--- src/rtl/auth_pkg.sv ---
package auth_pkg;
  // register indices below the secret-store window
  localparam int REG_STATUS = 0;
  localparam int REG_SELECT = 1;
  localparam int REG_CHAL   = 2;
  localparam int REG_AUTH   = 3;
  // status bit positions
  localparam int ST_BUSY  = 0;
  localparam int ST_BERR  = 1;
  localparam int ST_READY = 2;
endpackage

--- src/rtl/auth_otp.sv ---
// Secret store: index 0 is the set-only lock word, index k+1 is slot k.
module auth_otp #(
  parameter int DATA_W      = 32,
  parameter int NUM_SECRETS = 4,
  parameter int IDX_W       = 3,
  parameter int SEL_W       = 2
) (
  input  logic              clk,
  input  logic              rst,
  input  logic              host_wr,
  input  logic [IDX_W-1:0]  host_idx,
  input  logic [DATA_W-1:0] host_wdata,
  output logic [DATA_W-1:0] host_rdata,
  output logic              host_blocked,
  input  logic [SEL_W-1:0]  eng_fsel,
  input  logic [SEL_W-1:0]  eng_ssel,
  output logic [DATA_W-1:0] eng_fdata,
  output logic [DATA_W-1:0] eng_sdata,
  output logic [NUM_SECRETS-1:0] lock_bits
);
  logic [DATA_W-1:0] mem [NUM_SECRETS];
  logic [NUM_SECRETS-1:0] hit;
  logic lock_hit;

  assign lock_hit = (host_idx == '0);

  genvar k;
  generate
    for (k = 0; k < NUM_SECRETS; k++) begin : g_slot
      assign hit[k] = (host_idx == IDX_W'(k + 1));
      always_ff @(posedge clk) begin
        if (host_wr && hit[k] && !lock_bits[k]) mem[k] <= host_wdata;
      end
    end
  endgenerate

  always_ff @(posedge clk) begin
    if (rst) lock_bits <= '0;
    else if (host_wr && lock_hit) lock_bits <= lock_bits | host_wdata[NUM_SECRETS-1:0];
  end

  always_comb begin
    host_rdata = lock_hit ? DATA_W'(lock_bits) : '0;
    for (int i = 0; i < NUM_SECRETS; i++) begin
      if (hit[i] && !lock_bits[i]) host_rdata = mem[i];
    end
  end

  assign host_blocked = host_wr && |(hit & lock_bits);
  assign eng_fdata    = mem[eng_fsel];
  assign eng_sdata    = mem[eng_ssel];
endmodule

--- src/rtl/auth_seq.sv ---
// Arming, busy window and result capture.
module auth_seq #(
  parameter int DATA_W     = 32,
  parameter int RES_W      = 8,
  parameter int BIT_CYCLES = 16,
  parameter int CNT_W      = 5
) (
  input  logic              clk,
  input  logic              rst,
  input  logic              sel_wr,
  input  logic [DATA_W-1:0] fsecret,
  input  logic [DATA_W-1:0] ssecret,
  input  logic              chal_wr,
  input  logic [DATA_W-1:0] chal_data,
  input  logic [RES_W-1:0]  hash_result,
  output logic              busy,
  output logic              armed,
  output logic              chal_refused,
  output logic              sel_taken,
  output logic              hash_go,
  output logic [DATA_W-1:0] func_q,
  output logic [DATA_W-1:0] seed_q,
  output logic [DATA_W-1:0] chal_q,
  output logic [RES_W-1:0]  auth_q
);
  logic [CNT_W-1:0] cnt;

  assign chal_refused = chal_wr && !busy && !armed;
  assign sel_taken    = sel_wr && !busy;

  always_ff @(posedge clk) begin
    if (rst) begin
      busy    <= 1'b0;
      armed   <= 1'b0;
      hash_go <= 1'b0;
      cnt     <= '0;
      func_q  <= '0;
      seed_q  <= '0;
      chal_q  <= '0;
      auth_q  <= '0;
    end else begin
      hash_go <= 1'b0;
      if (busy) begin
        if (cnt == '0) begin
          busy   <= 1'b0;
          auth_q <= hash_result;
        end else begin
          cnt <= cnt - 1'b1;
        end
      end else if (chal_wr && armed) begin
        busy    <= 1'b1;
        armed   <= 1'b0;
        hash_go <= 1'b1;
        cnt     <= CNT_W'(BIT_CYCLES - 1);
        chal_q  <= chal_data;
      end else if (sel_wr) begin
        func_q <= fsecret;
        seed_q <= ssecret;
        armed  <= 1'b1;
      end
    end
  end
endmodule

--- src/rtl/auth_regs.sv ---
module auth_regs #(
  parameter int ADDR_W      = 4,
  parameter int RES_W       = 8,
  parameter int NUM_SECRETS = 4,
  parameter int BIT_CYCLES  = 16
) (
  input  logic              clk,
  input  logic              rst,
  input  logic              wr_en,
  input  logic              rd_en,
  input  logic [ADDR_W-1:0] addr,
  input  logic [31:0]       wdata,
  output logic [31:0]       rdata,
  output logic              hash_go,
  output logic [31:0]       hash_func,
  output logic [31:0]       hash_seed,
  output logic [31:0]       hash_chal,
  input  logic [RES_W-1:0]  hash_result
);
  import auth_pkg::*;

  localparam int DATA_W = 32;
  localparam int SEL_W  = (NUM_SECRETS > 1) ? $clog2(NUM_SECRETS) : 1;
  localparam int IDX_W  = ADDR_W - 1;
  localparam int CNT_W  = $clog2(BIT_CYCLES + 1);
  localparam logic [ADDR_W-1:0] A_STATUS = ADDR_W'(REG_STATUS);
  localparam logic [ADDR_W-1:0] A_SELECT = ADDR_W'(REG_SELECT);
  localparam logic [ADDR_W-1:0] A_CHAL   = ADDR_W'(REG_CHAL);
  localparam logic [ADDR_W-1:0] A_AUTH   = ADDR_W'(REG_AUTH);

  logic [IDX_W-1:0]    otp_idx;
  logic                in_otp, sel_wr, chal_wr, sel_taken;
  logic [DATA_W-1:0]   otp_rdata, fsecret, ssecret;
  logic                otp_blocked, chal_refused, busy, armed, berr;
  logic [2*SEL_W-1:0]  sel_q;
  logic [RES_W-1:0]    auth_q;
  logic [NUM_SECRETS-1:0] lock_bits;

  assign otp_idx = addr[IDX_W-1:0];
  assign in_otp  = addr[ADDR_W-1] && (otp_idx <= IDX_W'(NUM_SECRETS));
  assign sel_wr  = wr_en && (addr == A_SELECT);
  assign chal_wr = wr_en && (addr == A_CHAL);

  auth_otp #(.DATA_W(DATA_W), .NUM_SECRETS(NUM_SECRETS), .IDX_W(IDX_W), .SEL_W(SEL_W)) u_otp (
    .clk(clk), .rst(rst),
    .host_wr(wr_en && in_otp), .host_idx(otp_idx), .host_wdata(wdata),
    .host_rdata(otp_rdata), .host_blocked(otp_blocked),
    .eng_fsel(wdata[SEL_W-1:0]), .eng_ssel(wdata[2*SEL_W-1:SEL_W]),
    .eng_fdata(fsecret), .eng_sdata(ssecret), .lock_bits(lock_bits)
  );

  auth_seq #(.DATA_W(DATA_W), .RES_W(RES_W), .BIT_CYCLES(BIT_CYCLES), .CNT_W(CNT_W)) u_seq (
    .clk(clk), .rst(rst),
    .sel_wr(sel_wr), .fsecret(fsecret), .ssecret(ssecret),
    .chal_wr(chal_wr), .chal_data(wdata), .hash_result(hash_result),
    .busy(busy), .armed(armed), .chal_refused(chal_refused), .sel_taken(sel_taken),
    .hash_go(hash_go), .func_q(hash_func), .seed_q(hash_seed),
    .chal_q(hash_chal), .auth_q(auth_q)
  );

  always_ff @(posedge clk) begin
    if (rst) sel_q <= '0;
    else if (sel_taken) sel_q <= wdata[2*SEL_W-1:0];
  end

  always_ff @(posedge clk) begin
    if (rst) berr <= 1'b0;
    else if (chal_refused || otp_blocked) berr <= 1'b1;
    else if (wr_en && (addr == A_STATUS) && wdata[ST_BERR]) berr <= 1'b0;
  end

  always_ff @(posedge clk) begin
    if (rst) rdata <= '0;
    else if (rd_en) begin
      if (in_otp) rdata <= otp_rdata;
      else begin
        case (addr)
          A_STATUS: rdata <= DATA_W'({armed, berr, busy});
          A_SELECT: rdata <= DATA_W'(sel_q);
          A_CHAL:   rdata <= hash_chal;
          A_AUTH:   rdata <= DATA_W'(auth_q);
          default:  rdata <= '0;
        endcase
      end
    end
  end
endmodule

--- config.mk ---
export PLATFORM = sky130hd
export DESIGN_NAME = auth_regs
export DESIGN_NICKNAME = d
export VERILOG_FILES = /design/src/rtl/auth_pkg.sv /design/src/rtl/auth_otp.sv /design/src/rtl/auth_seq.sv /design/src/rtl/auth_regs.sv
export SDC_FILE = /design/constraint.sdc
export NUM_CORES = 1
export LEC_CHECK = 0
export BUFFER_PORTS_ARGS = -buffer_cell sky130_fd_sc_hd__buf_4
export CAP_MARGIN = 20
export CELL_PAD_IN_SITES_DETAIL_PLACEMENT = 0
export CELL_PAD_IN_SITES_GLOBAL_PLACEMENT = 1
export CORE_ASPECT_RATIO = 1.25
export CORE_UTILIZATION = 45
export DETAILED_ROUTE_END_ITERATION = 7
export PLACE_DENSITY_LB_ADDON = 0.08
export SKIP_CTS_REPAIR_TIMING = 1
export SLEW_MARGIN = 20
export SYNTH_ARGS = -nofsm -noshare
export SYNTH_HDL_FRONTEND = slang
export SYNTH_SLANG_ARGS = --single-unit
--- constraint.sdc ---
create_clock -name clk -period 4.4 [get_ports clk]
set_input_delay 0.22 -clock clk [delete_from_list [all_inputs] [get_ports clk]]
set_output_delay 0.22 -clock clk [all_outputs]
set_load 0.1 [all_outputs]
==> impl_metrics.json, run 1 <==
{
  "cp.required_ns": 4.87,
  "status": "completed",
  "place_inst": 1508,
  "die_h_um": 185.0,
  "synth_fp_nets": 1119,
  "io_pins": 177,
  "crit_family": "simple AND/OR/NAND/NOR gates",
  "synth_edf_count": 128,
  "finClkSkew_ns": 0.02107,
  "synth_cell_type_count": 50,
  "rows": 66,
  "dieArea_sq_um": 27460,
  "critical_path_class": "flop to flop",
  "multi_input_area_sq_um": 4821,
  "power_leakage_nw": 5.164,
  "layout_commonest_cell": "nand2_1",
  "cts_sinks": 281,
  "maxSlewHeadroom": 0.3058,
  "grt_pass1_wl_um": 52630,
  "cts_htree_levels": 1,
  "start_util": 0.4607,
  "cts_tree": "done",
  "dr.pass1.iters": 5,
  "r2r-start": "u_seq.busy$_SDFF_PP0_",
  "cts.path.max_buffers": 3,
  "layout-drive-gt1-share": 0.2536,
  "gp_congestion": 0.8448,
  "areaGrowthSynthToFinish_pct": 23.66,
  "min_to": "berr$_SDFFE_PP0P_",
  "r2r_end": "u_seq.seed_q[6]$_SDFFE_PP0P_",
  "n_antenna_cell": 0,
  "slew_violations": 0,
  "finalNonFillerCells": 1598,
  "io_buffers": 176,
  "worstMarginPinSlew_ns": 1.041,
  "crit_buf_inv": 1,
  "fin_ws_ns": 1.881,
  "min_path_cells": 3,
  "peakVddDrop_mv": 0.2562,
  "avgViaCountPerCell": 5.824,
  "synth_area_sq_um": 12060,
  "worstSetupEndpointType": "flop",
  "final_nets": 1285,
  "fill_cells": 2323,
  "post-route-min-period_ns": 2.519,
  "place_area_sq_um": 13610,
  "cp_max_fo": 45,
  "avgSynthCellArea_sq_um": 11.27,
  "numCtsBuffers": 29,
  "critPathLaunchType": "flop",
  "grt_max_degree": 81,
  "routedWlPerCell_um": 21.83,
  "max_freq_ghz": 0.3970,
  "grt_usage": 0.2525,
  "reg2reg_depth": 5,
  "rrSetupSlack_ns": 1.88,
  "hpwl_um": 19960,
  "hold_viol_final": 0,
  "path_clk_slew_ns": 0.07,
  "setup_tns_ns": 0,
  "crit_arrival_ns": 2.99,
  "drtAntennaViolNets": 0,
  "max_stage_delay_ns": 0.98,
  "min_from": "addr[3]",
  "min-delay-path-class": "input port to flop",
  "root_buffer": "clkbuf_16",
  "seqCellArea_sq_um": 6907,
  "drtIter0Drc": 634,
  "ys_seq_area_frac": 0.5727,
  "critPathSlowestCell": "and3_2",
  "core-area_sq_um": 26180,
  "finalCritPeriodShare": 0.5725,
  "synth_top_flop_cell": "dfxtp_1",
  "layout_common_cells": "211 x nand2_1, 189 x buf_4, 153 x dfxtp_1",
  "ys_seq_elements": 281,
  "clock_latency_ns": 0.56,
  "remaining_drc_errors": 0,
  "synth_async_sr_flop_share": 0,
  "finalSetupViolations": 0,
  "finalPower_mw": 5.827,
  "crit_chain": "nor2b_1 > and3_2 > buf_4 > nand2_1 > a21oi_1",
  "yosys_warnings": 0,
  "final_area_sq_um": 14910,
  "syn_inst": 1070,
  "die_w_um": 148.4,
  "antenna_found_initial": 0,
  "grt_pass1_vias": 9132,
  "grt_setup_unrepaired": "false",
  "maxCapViolCount": 0,
  "overflow": 0,
  "dp_slack_ns": 1.829,
  "p_per_area_nw_per_um2": 390.7,
  "vias": 9306,
  "routed_wl_um": 34890
}
==> through the flow <==
step	hold WS (ns)	util
3_5_place_dp	0.4339	0.5201
3_3_place_gp	0.4331	0.5201
5_1_grt	0.01237	0.5696
4_1_cts	-0.1467	0.5555
2_1_floorplan	0.3189	-
6_report	0.004995	0.5696
==> cell type report <==
cell class | instances | share of cell area
Tap cell | 340 | 0.02853
Timing Repair Buffer | 227 | 0.1213
Inverter | 6 | 0.001510
Sequential cell | 281 | 0.4632
Multi-Input combinational cell | 691 | 0.3233
Clock buffer | 37 | 0.05336
Clock inverter | 16 | 0.008810
==> cells in the mapped netlist, drive strengths merged (2+ instances only) <==
cell,instances,area (sq um)
nor3b,5,37.54
nor3,7,35.03
xnor2,2,17.52
mux2i,13,130.1
nand2b,2,12.51
clkbuf,72,270.3
a32oi,2,17.52
o22ai,33,206.5
a22oi,29,217.7
a31oi,5,31.28
o21ai,18,90.08
nor4b,5,71.32
buf,20,105.1
mux2,2,22.52
nor2,58,217.7
edfxtp,128,3844
a211oi,52,390.4
nand2,211,792.0
nor4,2,12.51
a21oi,140,700.7
a311oi,2,17.52
nand3,9,45.04
nand3b,4,30.03
nor2b,7,43.79
and3,4,25.02
inv,6,22.52
mux4,65,1464
dfxtp,153,3063
==> power breakdown <==
| part | internal, mW | total [mW] | switching [mW] |
|---|---|---|---|
| Clock | 1.39 | 2.41 | 1.02 |
| Sequential | 2.78 | 2.81 | 0.0299 |
| Combinational | 0.197 | 0.613 | 0.416 |
==> cell families after synthesis <==
kind of cell | synth area share
compound gates | 0.1431
xor+xnor | 0.001453
mux | 0.1341
buf+inv | 0.03299
flops | 0.5727
fa+ha+maj | 0.001037
simple gates | 0.1147
==> worst max-delay path by stage <==
stage                               startpoint  slack [ns]  cells after the start                            end
2_1_floorplan  u_otp.lock_bits[3]$_SDFFE_PP0P_        1.23                      5      u_otp.mem[3][0]$_DFFE_PP_
3_3_place_gp                           addr[1]        1.90                      6  u_seq.chal_q[30]$_SDFFE_PP0P_
3_5_place_dp                           addr[1]        1.83                      6  u_seq.chal_q[10]$_SDFFE_PP0P_
4_1_cts                  u_seq.busy$_SDFF_PP0_        1.92                      5   u_seq.seed_q[6]$_SDFFE_PP0P_
5_1_grt                  u_seq.busy$_SDFF_PP0_        1.70                      5   u_seq.seed_q[4]$_SDFFE_PP0P_
6_report                 u_seq.busy$_SDFF_PP0_        1.88                      5   u_seq.seed_q[6]$_SDFFE_PP0P_
==> per-layer routing <==
| layer | global-route usage | vias up | routed length, um |
|---|---|---|---|
| li1 | - | 4318 | - |
| met1 | 0.3287 | 4575 | 14280 |
| met2 | 0.4333 | 369 | 17690 |
| met3 | 0.03596 | 44 | 2313 |
| met4 | 0.07918 | 0 | 601 |
| met5 | 0 | - | 0 |
==> worst register-to-register path, stage by stage, from the launching register on <==
cell	delay, ns
dfxtp_1	0.39
nor2b_1	0.50
and3_2	0.98
buf_4	0.36
nand2_1	0.08
a21oi_1	0.14
==> registers in the layout (all words and copies together) (netlist names) <==
name / flops
berr: 1
rdata: 32
sel_q: 4
u_otp.lock_bits: 4
u_otp.mem: 128
u_seq.armed: 1
u_seq.auth_q: 8
u_seq.busy: 1
u_seq.chal_q: 32
u_seq.cnt: 5
u_seq.func_q: 32
u_seq.hash_go: 1
u_seq.seed_q: 32
(Power assumes the default switching activity.)
==> inputs of run 2 (changes only) <==
==> constraint.sdc (replaced) <==
create_clock -name clk -period 2.45 [get_ports clk]
set_input_delay 0.1225 -clock clk [delete_from_list [all_inputs] [get_ports clk]]
set_output_delay 0.1225 -clock clk [all_outputs]
set_load 0.1 [all_outputs]
==> run 2 against run 1 <==
Net effect: global-route usage rose by 0.53 points; clock skew fell by 0.0085 ns; sequential share of layout area down 0.93 points; critical path depth increased by 1; cell count increased by 1.4%; total power increased by 79%; largest cell class unchanged; highest routed layer unchanged.
==> impl_metrics.json, run 2 (synthesized netlist as in run 1, its figures left out) <==
{
  "cts.path.max_buffers": 3,
  "remaining_drc_errors": 0,
  "p_comb_frac": 0.108,
  "routed_wl_um": 35360,
  "cts_tree": "done",
  "worstMarginPinSlew_ns": 0.9155,
  "r2r-start": "u_otp.lock_bits[3]$_SDFFE_PP0P_",
  "min_to": "sel_q[0]$_SDFFE_PP0P_",
  "critPathSlowestCell": "or4b_1",
  "avgViaCountPerCell": 5.820,
  "grt_setup_unrepaired": "false",
  "routedWlPerCell_um": 21.82,
  "drtAntennaViolNets": 0,
  "fill_cells": 2260,
  "gp_congestion": 0.8433,
  "crit_family": "simple AND/OR/NAND/NOR gates",
  "setup_tns_ns": 0,
  "n_antenna_cell": 0,
  "worstSetupEndpointType": "flop",
  "cts_htree_levels": 1,
  "cp_max_fo": 15,
  "p_sw_frac": 0.2511,
  "dr.pass1.iters": 5,
  "post-route-min-period_ns": 2.132,
  "cts_sinks": 281,
  "start_util": 0.4607,
  "io_buffers": 176,
  "crit_buf_inv": 1,
  "power_leakage_nw": 5.299,
  "place_inst": 1528,
  "grt_pass1_vias": 9254,
  "io_pins": 177,
  "pwr-share-seq": 0.483,
  "top_register": "u_otp.mem",
  "cp.required_ns": 2.86,
  "crit_path_frequent_cell": "a211oi_1",
  "groute.layer.met1.usage": 0.3275,
  "maxSlewHeadroom": 0.3882,
  "overflow": 0,
  "crit_chain": "or4b_1 > buf_4 > o22ai_1 > a211oi_1 > a21oi_1 > a211oi_1",
  "slew_violations": 0,
  "crit_arrival_ns": 2.54,
  "p_per_area_nw_per_um2": 687.1,
  "rows": 66,
  "critical_path_class": "flop to flop",
  "finClkSkew_ns": 0.01253,
  "grt_use_met2": 0.4479,
  "core-area_sq_um": 26180,
  "path_clk_slew_ns": 0.06,
  "antenna_found_initial": 0,
  "reg2reg_depth": 6,
  "grt_max_degree": 60,
  "min_path_cells": 3,
  "r2r_end": "rdata[18]$_SDFFE_PP0P_",
  "dieArea_sq_um": 27460,
  "layout-drive-gt1-share": 0.2615,
  "largest_reg_flops": 128,
  "grt_pass1_wl_um": 53650,
  "finalCritPeriodShare": 0.8703,
  "areaGrowthSynthToFinish_pct": 26.18,
  "internal_power_mw": 7.829,
  "numCtsBuffers": 29,
  "finalSetupViolations": 0,
  "max_freq_ghz": 0.4690,
  "min_from": "wdata[0]",
  "max_stage_delay_ns": 0.76,
  "grt_usage": 0.2578,
  "vias": 9434,
  "layout_commonest_cell": "nand2_1",
  "die_w_um": 148.4,
  "root_buffer": "clkbuf_16",
  "critPathLaunchType": "flop",
  "drtIter0Drc": 632,
  "peakVddDrop_mv": 0.4951,
  "status": "completed",
  "grt_busiest_layer": "met2",
  "switching_power_mw": 2.626,
  "met3_usage": 0.03621,
  "hold_viol_final": 0,
  "p_clk_frac": 0.409,
  "final_nets": 1308,
  "finalNonFillerCells": 1621,
  "die_h_um": 185.0,
  "clock_latency_ns": 0.55,
  "hpwl_um": 22370,
  "rrSetupSlack_ns": 0.32,
  "layout_common_cells": "211 x nand2_1, 199 x buf_4, 153 x dfxtp_1",
  "min-delay-path-class": "input port to flop",
  "maxCapViolCount": 0
}
[run 2: cell types whose count changed in the layout (fill, tap and decap cells not counted), sizes merged]
cell / delta
clkinvlp: +2
inv: -1
clkbuf: -2
buf: +20
clkinv: +1
dlygate4sd3: +3
[run 2: final cells by class]
class	instances	area, sq um	share of cell area
clock buffer	35	778.2	0.05115
clock inverter	18	147.6	0.009703
inverter	6	22.52	0.001480
multi-input combinational	691	4821	0.3168
sequential	281	6907	0.4539
tap	340	425.4	0.02796
timing repair buffer	250	2115	0.1390
[run 2: power groups by stage]
stage	Combinational (mW)	Sequential, mW	Clock [mW]
after detailed placement	1.08	5.14	0
after global routing	1.19	5.05	4.56
final	1.13	5.04	4.28
after global placement	1.08	5.14	0
after CTS	1.08	5.04	4.35
after floorplan	0.439	5.43	0
[run 2: stage by stage]
step	power [mW]	hold slack [ns]	instance area [sq um]	setup WS (ns)	utilization
floorplan	5.874	0.2214	12070	0.05321	-
finish	10.46	0.05892	15220	0.3178	0.5813
CTS	10.48	-0.2323	14820	0.3231	0.5660
detailed placement	6.226	0.3348	13890	0.3399	0.5306
global placement	6.221	0.3343	13890	0.3995	0.5306
global route	10.80	0.07670	15220	0.1712	0.5813
[run 2: worst max path at each step]
stage | end | from | cells after the start | slack, ns
detailed placement | rdata[18]$_SDFFE_PP0P_ | u_otp.lock_bits[3]$_SDFFE_PP0P_ | 6 | 0.34
global route | rdata[20]$_SDFFE_PP0P_ | u_otp.lock_bits[3]$_SDFFE_PP0P_ | 6 | 0.17
global placement | rdata[12]$_SDFFE_PP0P_ | u_otp.lock_bits[3]$_SDFFE_PP0P_ | 6 | 0.40
floorplan | u_otp.mem[1][0]$_DFFE_PP_ | u_otp.lock_bits[1]$_SDFFE_PP0P_ | 5 | 0.05
finish | rdata[18]$_SDFFE_PP0P_ | u_otp.lock_bits[3]$_SDFFE_PP0P_ | 6 | 0.32
CTS | rdata[18]$_SDFFE_PP0P_ | u_otp.lock_bits[3]$_SDFFE_PP0P_ | 6 | 0.32
[run 2: tightest hold or removal path, delay by kind of cell]
| kind | cells | cell delay [ns] |
|---|---|---|
| AO/OA/AOI/OAI | 1 | 0.05 |
| AND/OR/NAND/NOR | 1 | 0.11 |
| buffers and inverters | 1 | 0.25 |
[run 2: routing by layer]
metal	up-vias	wire [um]	part of all wire
met1	4644	14420	0.41
met4	0	996	0.028
met3	67	2112	0.060
li1	4367	-	-
met2	356	17840	0.50
met5	-	0	0
==> inputs of run 3 (changes only) <==
--- a/config.mk
+++ b/config.mk
@@ -5,14 +5,15 @@
 export SDC_FILE = /design/constraint.sdc
 export NUM_CORES = 1
 export LEC_CHECK = 0
-export BUFFER_PORTS_ARGS = -buffer_cell sky130_fd_sc_hd__buf_4
 export CAP_MARGIN = 20
 export CELL_PAD_IN_SITES_DETAIL_PLACEMENT = 0
 export CELL_PAD_IN_SITES_GLOBAL_PLACEMENT = 1
 export CORE_ASPECT_RATIO = 1.25
-export CORE_UTILIZATION = 45
+export CORE_UTILIZATION = 50
 export DETAILED_ROUTE_END_ITERATION = 7
+export DONT_BUFFER_PORTS = 1
 export PLACE_DENSITY_LB_ADDON = 0.08
+export RECOVER_POWER = 100
 export SKIP_CTS_REPAIR_TIMING = 1
 export SLEW_MARGIN = 20
 export SYNTH_ARGS = -nofsm -noshare
==> constraint.sdc (replaced) <==
create_clock -name clk -period 2.45 [get_ports clk]
set_input_delay 0.1225 -clock clk [delete_from_list [all_inputs] [get_ports clk]]
set_output_delay 0.1225 -clock clk [all_outputs]
set_load 0.05 [all_outputs]
==> run 3 against run 2 <==
Net effect: the flow now finishes with violations (hold timing); die area is 9.9% lower; via count is 4.6% lower; clock skew is 0.0047 ns lower; clock power is 2% higher; global-route usage is 1.3 points higher; maximum frequency is 9.6% lower; total power is 2.4% lower; first-iteration DRC count is 12% higher; critical path depth is 2 lower; sequential cell count stayed put; sequential power is 3% higher; critical path type unchanged; largest cell class unchanged.
==> impl_metrics.json, run 3 (synthesized netlist as in run 1, its figures left out) <==
{
  "layout_common_cells": "211 x nand2_1, 153 x dfxtp_1, 140 x a21oi_1",
  "areaGrowthSynthToFinish_pct": 17.52,
  "gp_congestion": 0.8090,
  "routed_wl_um": 35770,
  "drtIter0Drc": 709,
  "largest_reg_flops": 128,
  "core-area_sq_um": 23730,
  "worstMarginPinSlew_ns": 1.114,
  "cts_htree_levels": 1,
  "finalSetupViolations": 0,
  "root_buffer": "clkbuf_16",
  "r2r_end": "u_otp.mem[0][12]$_DFFE_PP_",
  "cts.path.max_buffers": 3,
  "io_pins": 177,
  "grt_max_degree": 156,
  "min_to": "u_seq.seed_q[4]$_SDFFE_PP0P_",
  "r2r-start": "u_otp.lock_bits[0]$_SDFFE_PP0P_",
  "rows": 63,
  "remaining_drc_errors": 0,
  "p_per_area_nw_per_um2": 720.2,
  "max_freq_ghz": 0.4239,
  "numCtsBuffers": 29,
  "dieArea_sq_um": 24750,
  "violations": "hold timing",
  "fin_util": 0.5973,
  "hold_viol_final": 20,
  "grt_pass1_wl_um": 50740,
  "status": "finished with violations",
  "layout_commonest_cell": "nand2_1",
  "post-route-min-period_ns": 2.359,
  "routedWlPerCell_um": 24.40,
  "setup_tns_ns": 0,
  "maxCapViolCount": 0,
  "crit_path_frequent_cell": "clkbuf_2",
  "maxSlewHeadroom": 0.2550,
  "finClkSkew_ns": 0.007809,
  "peakVddDrop_mv": 0.7004,
  "rrSetupSlack_ns": 0.09,
  "critPathLaunchType": "flop",
  "overflow": 0,
  "die_w_um": 140.9,
  "holdWs_ns": -0.02928,
  "crit_arrival_ns": 2.54,
  "wl_met1_um": 14110,
  "finalCritPeriodShare": 0.9630,
  "wl_met3_um": 3188,
  "power_leakage_nw": 4.562,
  "worstSetupEndpointType": "flop",
  "n_antenna_cell": 0,
  "dr_wl_met2_um": 17650,
  "die_h_um": 175.6,
  "layout-drive-gt1-share": 0.1341,
  "clock_latency_ns": 0.54,
  "min-delay-path-class": "input port to flop",
  "slew_violations": 0,
  "top_layer_used": "met4",
  "hpwl_um": 20160,
  "crit_chain": "nor4b_4 > clkbuf_2 > nor2b_4 > clkbuf_2",
  "cp.required_ns": 2.63,
  "path_clk_slew_ns": 0.06,
  "critPathSlowestCell": "clkbuf_2",
  "max_stage_delay_ns": 0.51,
  "min_from": "wdata[2]",
  "final_nets": 1168,
  "io_buffers": 0,
  "start_util": 0.5083,
  "finalPower_mw": 10.21,
  "critical_path_class": "flop to flop",
  "avgViaCountPerCell": 6.138,
  "drtAntennaViolNets": 0,
  "grt_usage": 0.2709,
  "antenna_found_initial": 0,
  "top_register": "u_otp.mem",
  "vias": 8998,
  "grt_pass1_vias": 8329,
  "reg2reg_depth": 4,
  "cp_max_fo": 18,
  "cts_sinks": 281,
  "min_path_cells": 3,
  "dr.pass1.iters": 5,
  "cts_tree": "done"
}
## run 3: cell types whose count changed in the layout (fill, tap and decap cells not counted), sizes merged
cell | before | now
buf | 210 | 23
dlygate4sd3 | 40 | 73
clkbuf | 35 | 52
clkinv | 14 | 8
clkinvlp | 2 | 4
inv | 6 | 7
## run 3: worst max-delay path by stage
| stage | startpoint | endpoint | slack [ns] | cells after the start |
|---|---|---|---|---|
| after floorplan | u_otp.lock_bits[1]$_SDFFE_PP0P_ | u_otp.mem[1][0]$_DFFE_PP_ | 0.05 | 5 |
| after global placement | u_otp.lock_bits[3]$_SDFFE_PP0P_ | rdata[17]$_SDFFE_PP0P_ | 0.35 | 6 |
| after detailed placement | u_otp.lock_bits[3]$_SDFFE_PP0P_ | rdata[13]$_SDFFE_PP0P_ | 0.28 | 6 |
| after CTS | u_otp.lock_bits[3]$_SDFFE_PP0P_ | rdata[13]$_SDFFE_PP0P_ | 0.26 | 6 |
| after global routing | u_seq.busy$_SDFF_PP0_ | u_seq.func_q[3]$_SDFFE_PP0P_ | -0.01 | 6 |
| final | u_otp.lock_bits[0]$_SDFFE_PP0P_ | u_otp.mem[0][12]$_DFFE_PP_ | 0.09 | 4 |
## run 3: layer usage
metal,vias up,track usage
li1,4102,-
met1,4451,0.3532
met2,399,0.4554
met3,46,0.05725
met4,0,0.07971
met5,-,0
## run 3: area by class of cell
| cell class | count | area, sq um |
|---|---|---|
| Multi-Input combinational cell | 691 | 4807 |
| Clock inverter | 15 | 133.9 |
| Tap cell | 325 | 406.6 |
| Fill cell | 2027 | 9554 |
| Clock buffer | 38 | 810.8 |
| Inverter | 6 | 22.52 |
| Sequential cell | 281 | 6907 |
| Timing Repair Buffer | 110 | 1085 |
## run 3: report_power, final
group	total [mW]	switching, mW	internal, mW	leakage (nW)
clock	4.35	1.81	2.54	0.452
sequential	5.20	0.213	4.98	2.39
combinational	0.658	0.358	0.299	1.72
## run 3: metrics by stage
stage | hold WS, ns | instances | setup slack, ns | cell area, sq um
2_1_floorplan | 0.2214 | 1070 | 0.05321 | 12070
3_3_place_gp | 0.2014 | 1336 | 0.3500 | 12480
3_5_place_dp | 0.2041 | 1336 | 0.2770 | 12480
4_1_cts | -0.3658 | 1389 | 0.2648 | 13420
5_1_grt | -0.000006550 | 1466 | -0.01418 | 14170
6_report | -0.02928 | 1466 | 0.09075 | 14170
## run 3: critical path: cells and delay by family, from the launching register on
| kind | cells | cell delay, ns |
|---|---|---|
| flip-flops | 1 | 0.43 |
| AND/OR/NAND/NOR | 2 | 0.59 |
| buffers and inverters | 2 | 0.97 |
